$ cat src/rtl/quad_alu_pkg.sv
// Package: shared operation encoding for the four-function ALU.
// Assumes: a 2-bit operation field; callers cast their raw select into alu_op_e.
package quad_alu_pkg;

    typedef enum logic [1:0] {
        OP_ADD = 2'b00,
        OP_SUB = 2'b01,
        OP_AND = 2'b10,
        OP_OR  = 2'b11
    } alu_op_e;

endpackage

$ cat src/rtl/alu_addsub.sv
// Module: alu_addsub
// Adds or subtracts two unsigned W-bit operands. Both are widened by one zero
// bit, and the extra bit of the wide result gives the carry (add) or borrow (sub).
// Signed overflow is derived from the operand and result sign bits.
// Assumes: W >= 2; purely combinational.
module alu_addsub #(
    parameter int W = 8
) (
    input  logic [W-1:0] a_in,
    input  logic [W-1:0] b_in,
    input  logic         do_sub,
    output logic [W-1:0] sum_out,
    output logic         cb_out,
    output logic         ovf_out
);

    localparam int EW  = W + 1;
    localparam int MSB = W - 1;

    logic [EW-1:0] ext_a;
    logic [EW-1:0] ext_b;
    logic [EW-1:0] wide;

    // Widen both operands with a leading zero and form the wide sum or difference.
    always_comb begin
        ext_a = {1'b0, a_in};
        ext_b = {1'b0, b_in};
        wide  = do_sub ? (ext_a - ext_b) : (ext_a + ext_b);
    end

    assign sum_out = wide[W-1:0];
    assign cb_out  = wide[W];

    // Signed overflow: the sign rule depends on the direction of the operation.
    always_comb begin
        if (do_sub)
            ovf_out = (a_in[MSB] ^ b_in[MSB]) & (sum_out[MSB] ^ a_in[MSB]);
        else
            ovf_out = ~(a_in[MSB] ^ b_in[MSB]) & (sum_out[MSB] ^ a_in[MSB]);
    end

endmodule

$ cat src/rtl/alu_bitwise.sv
// Module: alu_bitwise
// Forms a bit-by-bit AND or OR of two W-bit operands, one slice per bit.
// Assumes: purely combinational; use_or = 1 selects OR, else AND.
module alu_bitwise #(
    parameter int W = 8
) (
    input  logic [W-1:0] a_in,
    input  logic [W-1:0] b_in,
    input  logic         use_or,
    output logic [W-1:0] y_out
);

    // One slice per bit position, each picking AND or OR.
    for (genvar i = 0; i < W; i++) begin : g_bit
        assign y_out[i] = use_or ? (a_in[i] | b_in[i]) : (a_in[i] & b_in[i]);
    end

endmodule

$ cat src/rtl/quad_op_alu.sv
// Module: quad_op_alu (top)
// Four-function combinational ALU: add, subtract, AND, OR on two unsigned
// bytes, with carry/borrow and signed overflow flags. Flags are zero for the
// logic functions.
// Assumes: no clock or reset inside; outputs follow inputs in the same cycle.
module quad_op_alu
    import quad_alu_pkg::*;
#(
    parameter int W = 8
) (
    input  logic [W-1:0] opnd_a,
    input  logic [W-1:0] opnd_b,
    input  logic [1:0]   op_sel,
    output logic [W-1:0] result,
    output logic         carry_out,
    output logic         ovf_out
);

    alu_op_e      op;
    logic [W-1:0] arith_y;
    logic         arith_cb;
    logic         arith_ovf;
    logic [W-1:0] logic_y;

    assign op = alu_op_e'(op_sel);

    alu_addsub #(.W(W)) u_arith (
        .a_in    (opnd_a),
        .b_in    (opnd_b),
        .do_sub  (op == OP_SUB),
        .sum_out (arith_y),
        .cb_out  (arith_cb),
        .ovf_out (arith_ovf)
    );

    alu_bitwise #(.W(W)) u_logic (
        .a_in   (opnd_a),
        .b_in   (opnd_b),
        .use_or (op == OP_OR),
        .y_out  (logic_y)
    );

    // Route the selected unit to the outputs; flags only for arithmetic.
    always_comb begin
        case (op)
            OP_ADD, OP_SUB: begin
                result    = arith_y;
                carry_out = arith_cb;
                ovf_out   = arith_ovf;
            end
            default: begin
                result    = logic_y;
                carry_out = 1'b0;
                ovf_out   = 1'b0;
            end
        endcase
    end

endmodule

$ cat config.mk
export PLATFORM = sky130hd
export DESIGN_NAME = quad_op_alu
export DESIGN_NICKNAME = d
export VERILOG_FILES = /design/src/rtl/quad_alu_pkg.sv /design/src/rtl/alu_addsub.sv /design/src/rtl/alu_bitwise.sv /design/src/rtl/quad_op_alu.sv
export SDC_FILE = /design/constraint.sdc
export NUM_CORES = 1
export LEC_CHECK = 0
export BUFFER_PORTS_ARGS = -buffer_cell sky130_fd_sc_hd__buf_2
export CORE_MARGIN = 3
export CORE_UTILIZATION = 25
export DETAILED_ROUTE_END_ITERATION = 6
export PLACE_DENSITY = 0.56
export SLEW_MARGIN = 20
export SYNTH_ARGS = -nofsm -noshare
export SYNTH_HDL_FRONTEND = slang
export SYNTH_SLANG_ARGS = --single-unit
$ cat constraint.sdc
create_clock -name vclk -period 3.57
set_input_delay 0.5355 -clock vclk [all_inputs]
set_output_delay 0.5355 -clock vclk [all_outputs]
set_load 0.02 [all_outputs]
==> out/results.ini <==
[floorplanning]
fp.dieH_um=62.4
start_util_pct=27.4
ios=28
coreArea_mm2=0.00290
fp.dieArea_mm2=0.00389
fp.dieW_um=62.4
rows=19

[worst_setup_path]
worst-endpoint-required_ps=3030
crit_arrival_ps=2800
cp-start-kind=input port
worst-path-max-fanout=5
critPathCaptureType=primary output
path_class=input port to primary output

[placement]
gp_congestion=0.850
dp_hpwl_um=1830
place_area_um2=990
io_buffer_count=28
dp_cells=178

[run]
cap_violations=0

[synth]
synthCells=109
syn_avg_cell_area_um2=7.29
ys_seq_area_share_pct=0
syn_nets=141
ys_warn_count=0
synth_cell_types=31
synth_area_um2=795
synth_area_leader_cell=ha_1
netlist.area_leader.share_pct=20.5
synth_area_leaders=ha_1 (20%), xor2_1 (8.8%), maj3_1 (7.6%)

[sta]
fin_crit_ps=3340
tightest_slew_ps=371
setup_viol=0
hold_ws_ps=1450
post-route-period-util_pct=93.5
slew_viol_final=0
max_freq_mhz=300
rsz0062_at_grt=no
tns_ps=0
max_slew_margin_pct=74.9
hold_viol=0

[cells_and_area]
multi_input_area_um2=752
nets=170
final_cell_mix=buf_2 (28), ha_1 (13), nand2_1 (10), nor2_1 (10), o21ai_0 (9)
mostFrequentLayoutCell=buf_2
seqCellArea_um2=0
nFlopsAndLatches=0
final_area_um2=990
drive_gt1_share_pct=27.9
fin_cells=178
fill_cells=326
nClkBuffers=0
n_antenna_cell=0
syn_to_final_growth_pct=24.6

[drt]
drt_pre_antenna_iters=4
drt-wirelength-per-cell_um=11.7
viasPerCell=4.78
num_vias=851
drc_errors=0
drtAntennaViolNets=0
initialDrtViolationCount=29
drt_wl_total_um=2090

[min_path]
hold_class=input port to primary output
holdPathStages=3

[global_routing]
grt_pass1_wl_um=3530
grt_max_degree=17
antenna_found_initial=0
grt_pass1_vias=840
grtUsageTotal_pct=10.5
grt.overflow.total=0

[clocking]
cts-resized-gates=0
cts_setup_buffers=0
cts_hold_buf=0

[power_and_ir_drop]
ir_drop_uv=97.3
power.density_mw_per_mm2=221
p_leak_nw=0.480

[outcome]
outcome=complete, no violations

## stage by stage
| stage | power [W] | setup slack [ps] | util, % |
|---|---|---|---|
| floorplan | 0.000159 | 413 | - |
| finish | 0.000219 | 232 | 34.1 |
| global route | 0.000243 | 77.3 | 34.1 |
| global placement | 0.000216 | 249 | 34.1 |
| detailed placement | 0.000220 | 242 | 34.1 |
| CTS | 0.000221 | 236 | 34.1 |
## cells by family (layout without fill, tap and decap cells)
group | Yosys count | in the layout | share of synthesized area [%]
buffers and inverters | 11 | 38 | 5.35
multiplexers | 4 | 4 | 5.83
AO/OA/AOI/OAI | 30 | 30 | 25.8
XOR/XNOR | 13 | 13 | 14.3
AND/OR/NAND/NOR | 31 | 31 | 18.1
adder cells (fa/ha/maj) | 20 | 20 | 30.6
## routing by layer
layer	global-route usage [%]	up-vias	routed length (um)
li1	-	440	-
met1	13.2	391	952
met2	19.8	20	1010
met3	1.08	0	123
met4	1.10	0	0
met5	0	-	0
## report_power, final
group          leakage (nW)  switching (W)  internal, W
Sequential                0              0            0
Clock                     0              0            0
Combinational         0.480       0.000127    0.0000922
Total                 0.480       0.000127    0.0000922
## critical path, stage by stage
cell and delay, ps:
buf_2 140, nor3_1 300, nand3b_1 140, nand2_1 100, xor2_1 160, ha_1 300, a21oi_2 180, inv_1 80
o311ai_1 380, mux2_4 330, buf_2 160
## area by class of cell
type,instances,area share [%]
Inverter,8,3.03
Multi-Input combinational cell,98,76.0
Tap cell,42,5.31
Timing Repair Buffer,30,15.7
## path summary, 6_finish.rpt
kind | startpoint | endpoint | slack [ps]
setup / recovery | opnd_b[2] | ovf_out | 230
hold / removal | op_sel[1] | result[3] | 1450
## cell usage after synthesis
library cell and instances:
a211o_1 1, a211oi_1 1, a21o_2 2, a21oi_1 7
a21oi_2 2, a31oi_1 1, buf_2 1, clkbuf_1 2
fa_1 1, ha_1 13, inv_1 8, maj3_1 6
mux2_2 1, mux2_4 1, mux2i_1 2, nand2_1 10
nand2b_1 2, nand3b_1 2, nor2_1 10, nor2b_1 3
nor3_1 3, o211ai_1 1, o211ai_2 1, o21ai_0 9
o21bai_1 1, o311ai_1 1, o311ai_2 1, o31ai_1 2
or2b_1 1, xnor2_1 5, xor2_1 8
Note: power is estimated with default switching activity, not from simulation.
